===== src/rtl/uart_mmio.sv =====
module uart_mmio #(
  parameter int CLK_HZ = 50_000_000,
  parameter int BAUD   = 115200,
  parameter int DEPTH  = 16
) (
  input  logic        clk,
  input  logic        rst_n,
  input  logic        mem_valid,
  input  logic        mem_write,
  input  logic [3:0]  mem_addr,
  input  logic [31:0] mem_wdata,
  output logic [31:0] mem_rdata,
  output logic        mem_ready,
  input  logic        rxd,
  output logic        txd
);
  localparam int BIT  = CLK_HZ / BAUD;
  localparam int HALF = BIT / 2;
  localparam int CW   = $clog2(BIT);
  localparam int PW   = $clog2(DEPTH);

  wire unused_bus = ^{mem_addr, mem_wdata[31:8]};

  // receive queue
  logic [7:0]  q_mem [DEPTH];
  logic [PW:0] wptr, rptr;
  logic [PW:0] fifo_count;
  logic        q_push;
  logic [7:0]  q_din;
  assign fifo_count = wptr - rptr;
  wire q_empty = (fifo_count == '0);
  wire q_full  = (fifo_count == (PW+1)'(DEPTH));

  wire rd_go = mem_valid && !mem_write && !mem_ready;
  logic tx_busy;
  wire wr_go = mem_valid && mem_write && !mem_ready && !tx_busy;
  wire q_pop = rd_go && !q_empty;

  always_ff @(posedge clk) begin
    if (!rst_n) begin
      wptr <= '0;
      rptr <= '0;
    end else begin
      if (q_push && !q_full) begin
        q_mem[wptr[PW-1:0]] <= q_din;
        wptr <= wptr + 1'b1;
      end
      if (q_pop) rptr <= rptr + 1'b1;
    end
  end

  // bus side and transmitter
  logic [8:0]    tx_sh;
  logic [3:0]    tx_idx;
  logic [CW-1:0] tx_cnt;

  always_ff @(posedge clk) begin
    if (!rst_n) begin
      txd       <= 1'b1;
      tx_busy   <= 1'b0;
      tx_sh     <= '1;
      tx_idx    <= '0;
      tx_cnt    <= '0;
      mem_ready <= 1'b0;
      mem_rdata <= '0;
    end else begin
      mem_ready <= 1'b0;
      if (rd_go) begin
        mem_ready <= 1'b1;
        mem_rdata <= {16'b0, !q_empty, 7'b0, q_mem[rptr[PW-1:0]]};
      end
      if (wr_go) begin
        tx_busy <= 1'b1;
        txd     <= 1'b0;
        tx_sh   <= {1'b1, mem_wdata[7:0]};
        tx_idx  <= '0;
        tx_cnt  <= '0;
      end else if (tx_busy) begin
        if (tx_cnt == CW'(BIT-1)) begin
          tx_cnt <= '0;
          if (tx_idx == 4'd9) begin
            tx_busy   <= 1'b0;
            mem_ready <= 1'b1;
          end else begin
            txd    <= tx_sh[0];
            tx_sh  <= {1'b1, tx_sh[8:1]};
            tx_idx <= tx_idx + 1'b1;
          end
        end else begin
          tx_cnt <= tx_cnt + 1'b1;
        end
      end
    end
  end

  // receiver
  typedef enum logic [2:0] {RX_IDLE, RX_START, RX_DATA, RX_STOP, RX_HOLD} rx_state_t;
  rx_state_t     rx_st;
  logic [1:0]    rx_sync;
  logic [CW-1:0] rx_cnt;
  logic [2:0]    rx_idx;
  logic [7:0]    rx_sh;
  wire rx_s = rx_sync[1];
  assign q_din = rx_sh;

  always_ff @(posedge clk) begin
    if (!rst_n) begin
      rx_sync <= 2'b11;
      rx_st   <= RX_IDLE;
      rx_cnt  <= '0;
      rx_idx  <= '0;
      rx_sh   <= '0;
      q_push  <= 1'b0;
    end else begin
      rx_sync <= {rx_sync[0], rxd};
      q_push  <= 1'b0;
      case (rx_st)
        RX_IDLE: begin
          rx_cnt <= '0;
          if (!rx_s) rx_st <= RX_START;
        end
        RX_START: begin
          if (rx_cnt == CW'(HALF-1)) begin
            rx_cnt <= '0;
            rx_idx <= '0;
            rx_st  <= rx_s ? RX_IDLE : RX_DATA;
          end else rx_cnt <= rx_cnt + 1'b1;
        end
        RX_DATA: begin
          if (rx_cnt == CW'(BIT-1)) begin
            rx_cnt <= '0;
            rx_sh  <= {rx_s, rx_sh[7:1]};
            rx_idx <= rx_idx + 1'b1;
            if (rx_idx == 3'd7) rx_st <= RX_STOP;
          end else rx_cnt <= rx_cnt + 1'b1;
        end
        RX_STOP: begin
          if (rx_cnt == CW'(BIT-1)) begin
            rx_cnt <= '0;
            q_push <= rx_s;
            rx_st  <= rx_s ? RX_IDLE : RX_HOLD;
          end else rx_cnt <= rx_cnt + 1'b1;
        end
        default: if (rx_s) rx_st <= RX_IDLE;
      endcase
    end
  end
endmodule


===== config.mk =====
export PLATFORM = sky130hd
export DESIGN_NAME = uart_mmio
export DESIGN_NICKNAME = d
export VERILOG_FILES = /design/src/rtl/uart_mmio.sv
export SDC_FILE = /design/constraint.sdc
export NUM_CORES = 1
export LEC_CHECK = 0
export ABC_CLOCK_PERIOD_IN_PS = 3300
export BUFFER_PORTS_ARGS = -buffer_cell sky130_fd_sc_hd__buf_2
export CAP_MARGIN = 40
export CORE_MARGIN = 2
export CORE_UTILIZATION = 53
export DETAILED_ROUTE_END_ITERATION = 12
export HOLD_SLACK_MARGIN = 0.05
export PLACE_DENSITY = 0.75
export SYNTH_ARGS = -nofsm -noshare
export SYNTH_HDL_FRONTEND = slang
export SYNTH_SLANG_ARGS = --single-unit

===== constraint.sdc =====
create_clock -name clk -period 3.3 [get_ports clk]
set_clock_uncertainty 0.1 [all_clocks]
set_input_delay 0.33 -clock clk [delete_from_list [all_inputs] [get_ports clk]]
set_output_delay 0.33 -clock clk [all_outputs]
set_load 0.1 [all_outputs]

* Word-level counts from Yosys, hierarchy flattened
Memories as Yosys holds them, arrays and structs flattened. A register that Yosys moved wholly into a read port is not among the register bits. Cells that the tools add are included.
Word-level totals: ROM bits 0, latch bits 0, input bits 41, word-level logic and storage cells 104, output and inout bits 34, register bits after elaboration 69, memories 1, RAM bits 128
Memories:
- q_mem | depth 16, width 8, rd ports 1, clocked after memory_dff 1, write ports 1, RTL line 25 | logic [7:0] q_mem [DEPTH];
Cells by class: equal/unequal tests 15, divide/modulo/power cells 0, reduce and logical (&&, ||, !) cells 28, multipliers 0, magnitude comparators 0, muxes and demuxes 36, $add $sub $neg 7, shift operators 0, bitwise operators 2
Operators by type and width (number):
- two-way mux 8 bit | 4
- two-way mux 3 bit | 9
- two-way mux 9 bit | 3
- one-hot mux 9 bit (3 select lines) | 1
- adder 9 x 1 -> 9 bit (second input constant) | 2
- == test 9 bit (second input constant) | 2
- two-way mux 1 bit | 16
- != test 2 bit (second input constant) | 6
- one-hot mux 3 bit (4 select lines) | 1
- AND reduction 3 bit | 4
- adder 5 x 1 -> 5 bit (second input constant) | 2
- == test 9 x 8 -> 1 bit (second input constant) | 1
- logical AND 1 bit | 7
- == test 3 x 2 -> 1 bit (second input constant) | 2
- logical NOT 1 bit | 6
- one-hot mux 3 bit (2 select lines) | 1
- AND reduction 6 bit | 1
- nonzero test 2 bit | 3
- == test 5 bit (second input constant) | 1
- logical NOT 5 bit | 1
- nonzero test 5 bit | 1
- subtractor 5 bit | 1
- adder 4 x 1 -> 4 bit (second input constant) | 1
- == test 4 bit (second input constant) | 1
- other kinds (9) | 11

* Logic depth before layout (Yosys ltp)
word-level depth 8, mapped depth 11, depth with buffers taken out 8

* Least setup slack after synthesis
OpenSTA, ideal clock, no wires.
path type reg-to-reg, from register rptr[1], to memory q_mem[1][0] (enable), clock period less this slack 3.236 ns, arrival time 2.766 ns, setup slack 0.064 ns, buffers on the path 3, setup time 0.370 ns, stages on the path, launching flop included 12, path through dfxtp_1 > clkbuf_1 > clkbuf_1 > inv_1 > ha_1 > nor2b_1 > o211ai_1 > and3_1 > o41ai_2 > buf_2 > or3_1 > nor2_1
Between the ends: longest elaborated chain between the ends 7
Ends and longest elaborated chain:
- start, declared | RTL line 26 | logic [PW:0] wptr, rptr;
- start signal, assigned | RTL line 48 | if (q_pop) rptr <= rptr + 1'b1;
- subtractor 5 bit | RTL line 30 | assign fifo_count = wptr - rptr;
- == test 5 bit | RTL line 32 | wire q_full = (fifo_count == (PW+1)'(DEPTH));
- logical NOT 1 bit | RTL line 44 | if (q_push && !q_full) begin
- logical AND 1 bit | RTL line 44
- two-way mux 1 bit | RTL line 44
- two-way mux 1 bit | RTL line 40 | if (!rst_n) begin
- two-way mux 1 bit (implied by the code) | RTL line 45 | q_mem[wptr[PW-1:0]] <= q_din;
- end, declared | RTL line 25
Every way passes these cells.

* Final worst setup path
from register rptr[3], to memory q_mem[9][3] (enable)
Same word-level chain as after synthesis.

==> results <==
- The final net count is 715.
- The length of routed wiring on met1 is 6791 um.
- The pin count of the biggest net entering global routing is 42.
- The top routing layer in use is met4.
- The post-CTS clock slew at the launch and capture registers of the worst setup and hold paths is 0.07 ns.
- The post-route worst hold slack is 0.06769 ns.
- The capturing point of the worst reg2reg path is q_mem[9][3].
- At the pin with the least slew margin, the transition time is 0.6677 ns.
- The die is 129.4 um wide.
- The H-tree generated during clock tree synthesis spans 4 levels.
- Static timing analysis puts the maximum clock frequency at 368.1 MHz.
- The routability congestion estimate from global placement is 0.8168.
- The worst register-to-register path begins at rptr[3].
- CTS placed an instance of sky130_fd_sc_hd__clkbuf_16 at the clock tree root.
- The hold path depth is 3.
- The type of origin of the critical path is a register.
- The average size of a mapped cell is 13.49 um^2.
- The relative slew slack is 55.49%.
- TritonCTS built the clock tree.
- The post-route netlist has 18.98% of its cells at a drive strength greater than 1.
- The number of detailed-route iterations in the first pass is 4.
- The worst-skew pair later-pin latency is 0.43 ns.
- The run finished with clean final reports.
- The effective utilization at floorplan is 54.44%.
- The number of setup violations in the final report is 0.
- Counting flops and latches in the post-synthesis netlist gives 197.
- The number of antenna violations at the first check in global routing is 0.
- The leakage power total is 3.232 nW.
- The global routing usage summed across all routing layers is 19.49%.
- The via count of the first global-routing pass was 4900.
- Buffers placed on the I/O ports in this run total 23.
- The buffer depth of the longest clock path is 2.
- Setup total negative slack on the finished layout was measured at 0 ns.
- The max-slew violation count is 0.
- In this run, the number of DRC markers left after iteration 0 of detailed routing was 325.
- The post-CTS setup buffer count is 0.
- Detailed placement ended at an HPWL of 10260 um.
- For this run, design rule violations remaining after detail routing come to 0.
- The power density relative to cell area is 535.5 mW/mm^2.
- Row generation in the floorplan step produced 45 rows.
- The cell area after synthesis is 0.008337 mm^2.
- The count of flip-flops with a built-in enable after synthesis is 128.
- From bottom edge to top edge, the die measures 129.4 um.
- The critical path class is reg2reg.
- The class of the most critical hold timing path is in2reg.
- Along the worst path, the maximum fanout reaches 9.
- Data on the critical path is required at its endpoint by 3.34 ns.
- Setup repair after global routing left no endpoint under its margin.
- Of the available clock period, the critical path in the final layout requires 82.33%.
- The number of max-capacitance violations reported is 0.
- The count of yosys warnings during synthesis is 0.
- Global routing finished with a remaining overflow of 0.
- STA classifies the critical path endpoint as a register.
- Counting I/O delays and the setup requirement, the final critical path takes 2.717 ns.
- The post-layout total power is 4.974 mW.
- In the final routed layout, each cell accounts on average for 17.42 um.
- Timing analysis after detailed placement gives a worst setup slack of 0.6217 ns.
- The first global-routing pass estimated 24740 um of wire.
- VDD sags by at most 0.4249 mV.
- Of all flip-flops after synthesis, the portion carrying an async set or reset was 0%.
- The routed length on met2 is 7691 um.
- The worst-case setup margin in the final layout is 0.5831 ns.
- The number of cells on the worst reg-to-reg path is 8.
- The library cell used most frequently in the layout, excluding fill and tap cells, is sky130_fd_sc_hd__edfxtp_1.
- The total inserted antenna cells is 0.
- The clock drives 197 sinks.
- The main flop type after synthesis is sky130_fd_sc_hd__edfxtp_1.
- Wire segments on met3 add up to 592 um in the final route.
- The startpoint identified for the worst hold timing path is mem_wdata[6].
- The netlist uses 56 different library cells.
- The reg-to-reg setup timing slack is 0.58 ns.
- The die covers 0.01675 mm^2.
- The sequential area share after synthesis is 62.67%.
- Wires add up to 15330 um.
- Synthesis produced a netlist whose cell count is 618.
- The final hold violation count was 0.
- The number of buffers added by the clock tree synthesis step is 17.
- The core footprint is 0.01531 mm^2.
- The path with the worst hold slack has its endpoint at tx_sh[6].
- The number of top-level pins is 75.
- The detailed-route via count is 4897.
- Relative to the synthesized area, the layout overhead comes to 11.42%.
- The critical path starts at rptr[3].
- The number of routed nets with antenna violations is 0.
- Dividing the detail-routed via count by the number of cells gives 5.565.
- The data arrival time of the critical path is 2.76 ns.
- In the layout the commonest cells are sky130_fd_sc_hd__edfxtp_1 (128), sky130_fd_sc_hd__nand2_1 (75), sky130_fd_sc_hd__dfxtp_1 (68).
==> repair_timing <==
item / 4_1_cts / 5_1_grt
gates resized for setup: 0 / 0
hold endpoints to repair: 2 / 0
hold buffers: 2 / 0
==> where the power goes <==
part	internal (mW)	switching [mW]	leakage, nW	total (mW)
Combinational	0.0621	0.245	1.21	0.307
Clock	1.10	0.932	0.281	2.04
Sequential	2.61	0.0192	1.75	2.63
==> how the worst max path moves through the flow <==
stage | slack [ns] | end | depth (start not counted)
after floorplan | 0.06 | q_mem[1][0] | 11
after global placement | 0.68 | q_mem[9][3] | 8
after detailed placement | 0.62 | q_mem[11][2] | 8
after CTS | 0.59 | q_mem[9][6] | 8
after global routing | 0.44 | q_mem[9][7] | 8
final | 0.58 | q_mem[9][3] | 8
==> Yosys cell counts (2+ instances only) <==
cell type                  instances  share of area, %
sky130_fd_sc_hd__nand2b_1          6              0.45
sky130_fd_sc_hd__a211oi_1          2              0.18
sky130_fd_sc_hd__nand3_1          15              0.90
sky130_fd_sc_hd__nand3b_1          2              0.18
sky130_fd_sc_hd__a22oi_1           2              0.18
sky130_fd_sc_hd__or4_1             2              0.18
sky130_fd_sc_hd__and2_1            2              0.15
sky130_fd_sc_hd__o21ai_0           4              0.24
sky130_fd_sc_hd__nor2_1           43               1.9
sky130_fd_sc_hd__o22ai_1           3              0.23
sky130_fd_sc_hd__o31ai_1           2              0.18
sky130_fd_sc_hd__or3_1             6              0.45
sky130_fd_sc_hd__buf_4            24               2.2
sky130_fd_sc_hd__o21ai_1          12              0.72
sky130_fd_sc_hd__nor3b_1           3              0.27
sky130_fd_sc_hd__xor2_1            8              0.84
sky130_fd_sc_hd__or3b_1            3              0.32
sky130_fd_sc_hd__nand4_1           3              0.23
sky130_fd_sc_hd__dfxtp_1          69                17
sky130_fd_sc_hd__mux2i_1           3              0.36
sky130_fd_sc_hd__inv_1            12              0.54
sky130_fd_sc_hd__buf_2             6              0.36
sky130_fd_sc_hd__a31oi_1           8              0.60
sky130_fd_sc_hd__or2_0             2              0.15
sky130_fd_sc_hd__edfxtp_1        128                46
sky130_fd_sc_hd__o211ai_1          4              0.36
sky130_fd_sc_hd__and3_1            4              0.30
sky130_fd_sc_hd__nor3_1           10              0.60
sky130_fd_sc_hd__ha_1             18               2.7
sky130_fd_sc_hd__a21oi_1          34               2.0
sky130_fd_sc_hd__nand2_1          75               3.4
sky130_fd_sc_hd__mux4_2           40                11
sky130_fd_sc_hd__clkbuf_1         19              0.86
sky130_fd_sc_hd__o311a_1           2              0.24
sky130_fd_sc_hd__o211a_1           5              0.60
sky130_fd_sc_hd__nor2b_1          11              0.83
sky130_fd_sc_hd__xnor2_1           7              0.74
==> worst max-delay path: stages, from the launching register on <==
cell and delay, ns:
sky130_fd_sc_hd__dfxtp_1 0.38, sky130_fd_sc_hd__inv_2 0.16, sky130_fd_sc_hd__ha_1 0.41, sky130_fd_sc_hd__o211ai_1 0.13, sky130_fd_sc_hd__a21oi_1 0.26, sky130_fd_sc_hd__o41ai_2 0.16, sky130_fd_sc_hd__or3b_1 0.45, sky130_fd_sc_hd__nor2_1 0.14
sky130_fd_sc_hd__buf_4 0.21
==> per-layer routing <==
layer	global-route usage (%)	vias to the layer above
li1	-	2322
met1	25.31	2439
met2	33.00	120
met3	3.675	16
met4	7.211	0
met5	0	-
==> through the flow <==
| step | instances | area [um^2] | utilization, % |
|---|---|---|---|
| 6_report | 880 | 9289 | 60.65 |
| 5_1_grt | 880 | 9289 | 60.65 |
| 4_1_cts | 880 | 9289 | 60.65 |
| 3_5_place_dp | 846 | 8680 | 56.67 |
| 3_3_place_gp | 846 | 8680 | 56.67 |
| 2_1_floorplan | 640 | 8419 | - |
==> flip-flops by register name, summed over array words and instances, names as in the netlist <==
name / cells
q_din: 8
rx_st: 3
tx_cnt: 9
rx_cnt: 9
q_push: 1
tx_sh: 8
mem_ready: 1
tx_idx: 4
mem_rdata: 9
rptr: 5
rx_sync: 2
tx_busy: 1
rx_idx: 3
txd: 1
q_mem: 128
wptr: 5
==> final cells by class <==
class	instances	area, um^2
Clock inverter	13	136.4
Tap cell	211	264.0
Multi-Input combinational cell	379	2856
Fill cell	1147	6026
Sequential cell	197	5226
Timing Repair Buffer	47	300.3
Inverter	14	52.55
Clock buffer	19	452.9
==> kinds of logic (layout without fill, tap and decap cells) <==
kind of cell	Yosys count	after routing	synth area share (%)
buf+inv	64	93	4.052
mux	44	44	11.30
xor+xnor	15	15	1.576
flops	197	197	62.67
compound gates	83	83	6.183
simple gates	196	196	11.47
other cells	1	23	0.04498
fa+ha+maj	18	18	2.702
Note: power is estimated with default switching activity, not from simulation.
